$ cat src/rtl/ramp_seq_pkg.sv
package ramp_seq_pkg;
  typedef enum logic [1:0] {
    ST_ARMED = 2'd0,
    ST_SLOW  = 2'd1,
    ST_DONE  = 2'd2
  } seq_state_e;
endpackage

$ cat src/rtl/ramp_sync.sv
// Multi-stage synchronizer with a rising-edge report on its last stage.
module ramp_sync #(
  parameter int STAGES = 2
) (
  input  logic clk,
  input  logic rst_n,
  input  logic async_i,
  output logic rise_o
);
  logic [STAGES-1:0] chain_q;
  logic              last_q;

  always_ff @(posedge clk or negedge rst_n) begin
    if (!rst_n) chain_q[0] <= 1'b0;
    else        chain_q[0] <= async_i;
  end

  generate
    for (genvar i = 1; i < STAGES; i++) begin : g_stage
      always_ff @(posedge clk or negedge rst_n) begin
        if (!rst_n) chain_q[i] <= 1'b0;
        else        chain_q[i] <= chain_q[i-1];
      end
    end
  endgenerate

  always_ff @(posedge clk or negedge rst_n) begin
    if (!rst_n) last_q <= 1'b0;
    else        last_q <= chain_q[STAGES-1];
  end

  assign rise_o = chain_q[STAGES-1] & ~last_q;
endmodule

$ cat src/rtl/ramp_timebase.sv
// Free-running system-time counter.
module ramp_timebase #(
  parameter int W = 32
) (
  input  logic         clk,
  input  logic         rst_n,
  output logic [W-1:0] now_o
);
  always_ff @(posedge clk or negedge rst_n) begin
    if (!rst_n) now_o <= '0;
    else        now_o <= now_o + 1'b1;
  end
endmodule

$ cat src/rtl/ramp_miss_ctr.sv
// Saturating counter of events lost to dead time.
module ramp_miss_ctr #(
  parameter int W = 8
) (
  input  logic         clk,
  input  logic         rst_n,
  input  logic         hit_i,
  output logic [W-1:0] cnt_o
);
  always_ff @(posedge clk or negedge rst_n) begin
    if (!rst_n)                    cnt_o <= '0;
    else if (hit_i && !(&cnt_o))   cnt_o <= cnt_o + 1'b1;
  end
endmodule

$ cat src/rtl/ramp_seq_fsm.sv
// Conversion sequencer: armed -> slow discharge count -> result held.
module ramp_seq_fsm
  import ramp_seq_pkg::*;
#(
  parameter int TS_W      = 32,
  parameter int MAX_COUNT = 4000,
  parameter int CNT_W     = 12
) (
  input  logic             clk,
  input  logic             rst_n,
  input  logic             report_i,
  input  logic             cmp_zero_i,
  input  logic [TS_W-1:0]  now_i,
  input  logic             res_ready_i,
  output logic             fast_en_o,
  output logic             slow_en_o,
  output logic             busy_o,
  output logic             done_o,
  output logic             res_valid_o,
  output logic [TS_W-1:0]  res_coarse_o,
  output logic [CNT_W-1:0] res_stretch_o,
  output logic             res_timeout_o,
  output logic             miss_hit_o
);
  localparam logic [CNT_W-1:0] LIMIT = CNT_W'(MAX_COUNT);

  seq_state_e       st_q;
  logic [CNT_W-1:0] cnt_q;

  always_ff @(posedge clk or negedge rst_n) begin
    if (!rst_n) begin
      st_q          <= ST_ARMED;
      cnt_q         <= '0;
      res_coarse_o  <= '0;
      res_stretch_o <= '0;
      res_timeout_o <= 1'b0;
      done_o        <= 1'b0;
    end else begin
      done_o <= 1'b0;
      unique case (st_q)
        ST_ARMED: begin
          if (report_i) begin
            st_q         <= ST_SLOW;
            res_coarse_o <= now_i;
            cnt_q        <= '0;
          end
        end
        ST_SLOW: begin
          if (cmp_zero_i) begin
            st_q          <= ST_DONE;
            res_stretch_o <= cnt_q;
            res_timeout_o <= 1'b0;
            done_o        <= 1'b1;
          end else if (cnt_q == LIMIT) begin
            st_q          <= ST_DONE;
            res_stretch_o <= cnt_q;
            res_timeout_o <= 1'b1;
            done_o        <= 1'b1;
          end else begin
            cnt_q <= cnt_q + 1'b1;
          end
        end
        ST_DONE: begin
          if (res_ready_i) st_q <= ST_ARMED;
        end
        default: st_q <= ST_ARMED;
      endcase
    end
  end

  assign fast_en_o   = (st_q == ST_ARMED);
  assign slow_en_o   = (st_q == ST_SLOW);
  assign busy_o      = (st_q != ST_ARMED);
  assign res_valid_o = (st_q == ST_DONE);
  assign miss_hit_o  = report_i && (st_q != ST_ARMED);
endmodule

$ cat src/rtl/ramp_seq_ctrl.sv
// Top: dual-slope ramp interpolator sequencer.
module ramp_seq_ctrl #(
  parameter int SYNC_STAGES   = 2,
  parameter int STRETCH_RATIO = 1000,
  parameter int MAX_COUNT     = STRETCH_RATIO * (SYNC_STAGES + 2),
  parameter int TS_W          = 32,
  parameter int MISS_W        = 8,
  localparam int CNT_W        = $clog2(MAX_COUNT + 1)
) (
  input  logic              clk,
  input  logic              rst_n,
  input  logic              event_in,
  input  logic              cmp_zero,
  output logic              fast_en,
  output logic              slow_en,
  output logic              busy,
  output logic              done,
  output logic              res_valid,
  input  logic              res_ready,
  output logic [TS_W-1:0]   res_coarse,
  output logic [CNT_W-1:0]  res_stretch,
  output logic              res_timeout,
  output logic [MISS_W-1:0] miss_cnt
);
  logic            report;
  logic            miss_hit;
  logic [TS_W-1:0] now;

  ramp_sync #(.STAGES(SYNC_STAGES)) u_sync (
    .clk(clk), .rst_n(rst_n), .async_i(event_in), .rise_o(report)
  );

  ramp_timebase #(.W(TS_W)) u_time (
    .clk(clk), .rst_n(rst_n), .now_o(now)
  );

  ramp_seq_fsm #(.TS_W(TS_W), .MAX_COUNT(MAX_COUNT), .CNT_W(CNT_W)) u_fsm (
    .clk(clk), .rst_n(rst_n), .report_i(report), .cmp_zero_i(cmp_zero),
    .now_i(now), .res_ready_i(res_ready), .fast_en_o(fast_en),
    .slow_en_o(slow_en), .busy_o(busy), .done_o(done),
    .res_valid_o(res_valid), .res_coarse_o(res_coarse),
    .res_stretch_o(res_stretch), .res_timeout_o(res_timeout),
    .miss_hit_o(miss_hit)
  );

  ramp_miss_ctr #(.W(MISS_W)) u_miss (
    .clk(clk), .rst_n(rst_n), .hit_i(miss_hit), .cnt_o(miss_cnt)
  );
endmodule

$ cat config.mk
export PLATFORM = sky130hd
export DESIGN_NAME = ramp_seq_ctrl
export DESIGN_NICKNAME = d
export VERILOG_FILES = /design/src/rtl/ramp_seq_pkg.sv /design/src/rtl/ramp_sync.sv /design/src/rtl/ramp_timebase.sv /design/src/rtl/ramp_miss_ctr.sv /design/src/rtl/ramp_seq_fsm.sv /design/src/rtl/ramp_seq_ctrl.sv
export SDC_FILE = /design/constraint.sdc
export NUM_CORES = 1
export LEC_CHECK = 0
export ABC_AREA = 1
export BUFFER_PORTS_ARGS = -buffer_cell sky130_fd_sc_hd__buf_2
export CAP_MARGIN = 20
export CORE_MARGIN = 2
export CORE_UTILIZATION = 35
export DETAILED_ROUTE_END_ITERATION = 12
export HOLD_SLACK_MARGIN = 0.1
export PLACE_DENSITY_LB_ADDON = 0.08
export SYNTH_ARGS = -nofsm -noshare
export SYNTH_HDL_FRONTEND = slang
export SYNTH_SLANG_ARGS = --single-unit
$ cat constraint.sdc
create_clock -name clk -period 1.6 [get_ports clk]
set_input_delay 0.08 -clock clk [delete_from_list [all_inputs] [get_ports clk]]
set_output_delay 0.08 -clock clk [all_outputs]
set_load 0.02 [all_outputs]
==> impl_results.rst <==
.. list-table::
   :header-rows: 1

   * - Metric
     - Value
   * - Top cell type by total area after synthesis
     - dfrtp_1
   * - Fraction of synthesis flops using an asynchronous set or reset pin
     - 1.00
   * - Combined area of all synthesized cells
     - 4860 µm²
   * - Worst Tran Pin Value
     - roughly 310 ps
   * - Root Buffer
     - clkbuf_16
   * - Starting Density
     - 0.354
   * - Total power draw
     - ~6.1 mW
   * - First drt pass iteration count
     - 4
   * - Critical-path maximum fanout
     - 4
   * - Top_reg_cell synth
     - dfrtp_1
   * - Number of nets in the finished design
     - between 600 and 700
   * - Data required, critical path
     - between 1500 and 2000 ps
   * - Post-synthesis cell type count
     - 29
   * - Portion of the clock cycle consumed by the worst path in the final layout
     - 0.925
   * - 1st-iter DRT viols
     - between 200 and 250
   * - DRT antenna net count
     - 0
   * - Via count of the first global-routing pass
     - between 3000 and 4000
   * - Sw Ratio
     - 0.285
   * - Die area
     - 14800 µm²
   * - Maximum number of buffers from clock root to sink
     - 2
   * - H-Tree Depth
     - 3
   * - Top cell types by occurrence after synthesis
     - 187 x nand2_1, 103 x dfrtp_1, 62 x inv_1
   * - Endpoint type of the worst setup path
     - flop
   * - Fraction of post-synthesis cell area in the top cell type by area
     - 0.530
   * - Total nets after synthesis
     - roughly 590
   * - Post-CTS clock slew at the launch and capture registers of the worst setup and hold paths
     - ~70 ps
   * - Hold Fails Final Rpt
     - 0
   * - Most repeated cell in the gate-level netlist after synthesis
     - nand2_1
   * - CTS Sinks
     - 103
   * - CP Launch Type
     - flop
   * - Synth warnings
     - 0
   * - Switching power
     - roughly 1.7 mW
   * - Synthesized instance count
     - approximately 580
   * - Leak pwr
     - approximately 2.8 nW
   * - Cell count after placement
     - 828
   * - Setup violations, final
     - 0
   * - Non-filler cells in the finished layout
     - 852
   * - Pwr/cell area
     - between 1000 and 1500 nW/µm²
   * - Max Freq
     - between 600 and 700 MHz
   * - Fraction of power consumed by combinational cells
     - 0.168
   * - DIE HEIGHT
     - ~120 µm
   * - Clock period minus final worst setup slack
     - ~1500 ps
   * - Clock Latency Late Sink
     - between 300 and 400 ps
   * - Critical path class
     - flop to flop
   * - # diodes
     - 0
   * - I/O pins
     - 63
   * - Max Cap Violations
     - 0
   * - WL per Instance
     - between 10 and 15 µm
   * - Die Width
     - approximately 120 µm
   * - Post-Route Hold Slack
     - between 300 and 400 ps
   * - Placeable core region
     - 13700 µm²
   * - Layout Area Growth over Synthesis
     - 22.1%
   * - Antenna violations before repair
     - 0
   * - Share of power burned in the clock network
     - 0.360
   * - GRT Overall Usage
     - 0.160
   * - Detailed-route wire length
     - 11100 µm
   * - Final HPWL DP
     - 8320 µm
   * - EDFF count, synth
     - 0
   * - Routed vias
     - between 3000 and 4000
   * - Total of flip-flops plus latches after synthesis
     - 103
   * - CTS buffer count
     - 9
   * - GP Congestion
     - about 0.9
   * - Total overflow reported by the global router
     - 0
   * - Pins Over Slew Limit
     - 0
   * - Share of post-route cells with drive strength above 1
     - 0.216
   * - Flop pwr share
     - 0.472
   * - Port bufs
     - 62
   * - Clock tree from TritonCTS
     - done
   * - Maximum number of pins on one net before global-route repair
     - 50
   * - Avg Synthesized Cell Area
     - approximately 8.4 µm²
   * - DRC violations left
     - 0
   * - Internal power summed over all cells
     - roughly 4.4 mW
   * - Number of standard-cell rows in the floorplan
     - 43
   * - IR Drop Worst-Case VDD
     - 0.000398 V
   * - Sequential fraction of the synthesis area
     - 0.530
   * - Data arrival time of the critical path
     - around 1700 ps
   * - Global-route wire length before repair
     - 18500 µm
   * - Final-layout setup total negative slack
     - 0 ps
   * - Outcome
     - complete, no violations
   * - Main area contributors after synthesis
     - dfrtp_1 53%, nand2_1 14%, inv_1 4.8%
   * - Relative slew slack
     - 0.790
   * - Class of the tightest hold or removal check
     - flop to flop
   * - Avg Vias per Cell
     - roughly 4.6
   * - Final Skew
     - roughly 6.9 ps
-- path summary, 6_finish.rpt --
path                                    from                end  slack [ps]  depth (start not counted)
max                          u_time.now_o[1]   u_time.now_o[19]         120                          6
min                        u_sync.chain_q[0]  u_sync.chain_q[1]         350                          0
max reg2reg                  u_time.now_o[1]   u_time.now_o[19]         120                          6
min reg2reg                u_sync.chain_q[0]  u_sync.chain_q[1]         350                          0
max in group asynchronous              rst_n    u_miss.cnt_o[5]         200                          4
min in group asynchronous              rst_n    u_miss.cnt_o[4]         630                          3
-- critical path, stage by stage, from the launching register on --
cell	delay, ps
dfrtp_1	350
buf_4	120
nand3_2	150
nor2_2	250
nand4_1	230
o21ai_0	210
nand2_1	60
-- layout by cell type (no fill, tap or decap), types with 6 or more instances in the layout --
| cell type | instances |
|---|---|
| nand3_1 | 32 |
| o21ai_0 | 36 |
| nor2_1 | 50 |
| buf_4 | 19 |
| nor3_1 | 16 |
| xor2_1 | 19 |
| dfrtp_1 | 103 |
| dlygate4sd3_1 | 6 |
| o21ai_2 | 12 |
| nor2_2 | 6 |
| nand4_1 | 6 |
| nand2_1 | 187 |
| clkbuf_16 | 9 |
| buf_2 | 61 |
| inv_1 | 60 |
-- metrics by stage --
stage	util	cell area (µm²)	setup WS, ps
3_5_place_dp	0.403	5530	16.3
3_3_place_gp	0.403	5530	44.3
2_1_floorplan	-	4860	54.1
5_1_grt	0.432	5930	-4.31
4_1_cts	0.429	5880	19.1
6_report	0.432	5930	120
-- routing by layer --
layer,global-route usage,wire length [µm],up-vias
met5,0,0,-
met4,0.0697,219,0
met3,0.0281,354,14
met2,0.258,5280,66
met1,0.212,5270,1831
li1,-,-,1992
-- cells by family (layout without fill, tap and decap cells) --
family	after synthesis	in the layout	synth area share
XOR/XNOR	20	20	0.0360
AO/OA/AOI/OAI	53	53	0.0644
adder cells (fa/ha/maj)	4	4	0.0103
multiplexers	4	4	0.00927
flip-flops	103	103	0.530
buffers and inverters	75	171	0.0657
AND/OR/NAND/NOR	317	317	0.284
-- flip-flops by register name, indices dropped and copies added, names as in the netlist --
register,flops
u_fsm.st_q,2
u_fsm.res_timeout_o,1
u_sync.last_q,1
u_miss.cnt_o,8
u_time.now_o,32
u_sync.chain_q,2
u_fsm.res_coarse_o,32
u_fsm.done_o,1
u_fsm.cnt_q,12
u_fsm.res_stretch_o,12
-- power by group through the flow --
stage / sequential, mW / combinational, mW / clock (mW)
2_1_floorplan: 3.09 / 0.473 / 0
5_1_grt: 2.91 / 1.16 / 2.40
4_1_cts: 2.90 / 1.01 / 2.29
3_3_place_gp: 2.94 / 0.983 / 0
3_5_place_dp: 2.95 / 0.991 / 0
6_report: 2.90 / 1.03 / 2.21
-- what timing repair did --
action,4_1_cts,5_1_grt
buffers inserted,0,1
setup endpoints to repair,1,22
endpoints found under the hold margin,106,0
gates resized for setup,1,10
hold buffers,6,0
gates cloned,0,1
-- layout make-up --
type | instances | area [µm²]
fillers | 1387 | 7790
clock inverters | 4 | 45.0
flip-flops and latches | 103 | 2580
clock buffers | 12 | 246
repair inverters | 1 | 7.51
well taps | 180 | 225
multi-input cells | 398 | 2000
repair buffers | 90 | 588
inverters | 64 | 244
Note: power is estimated with default switching activity, not from simulation.
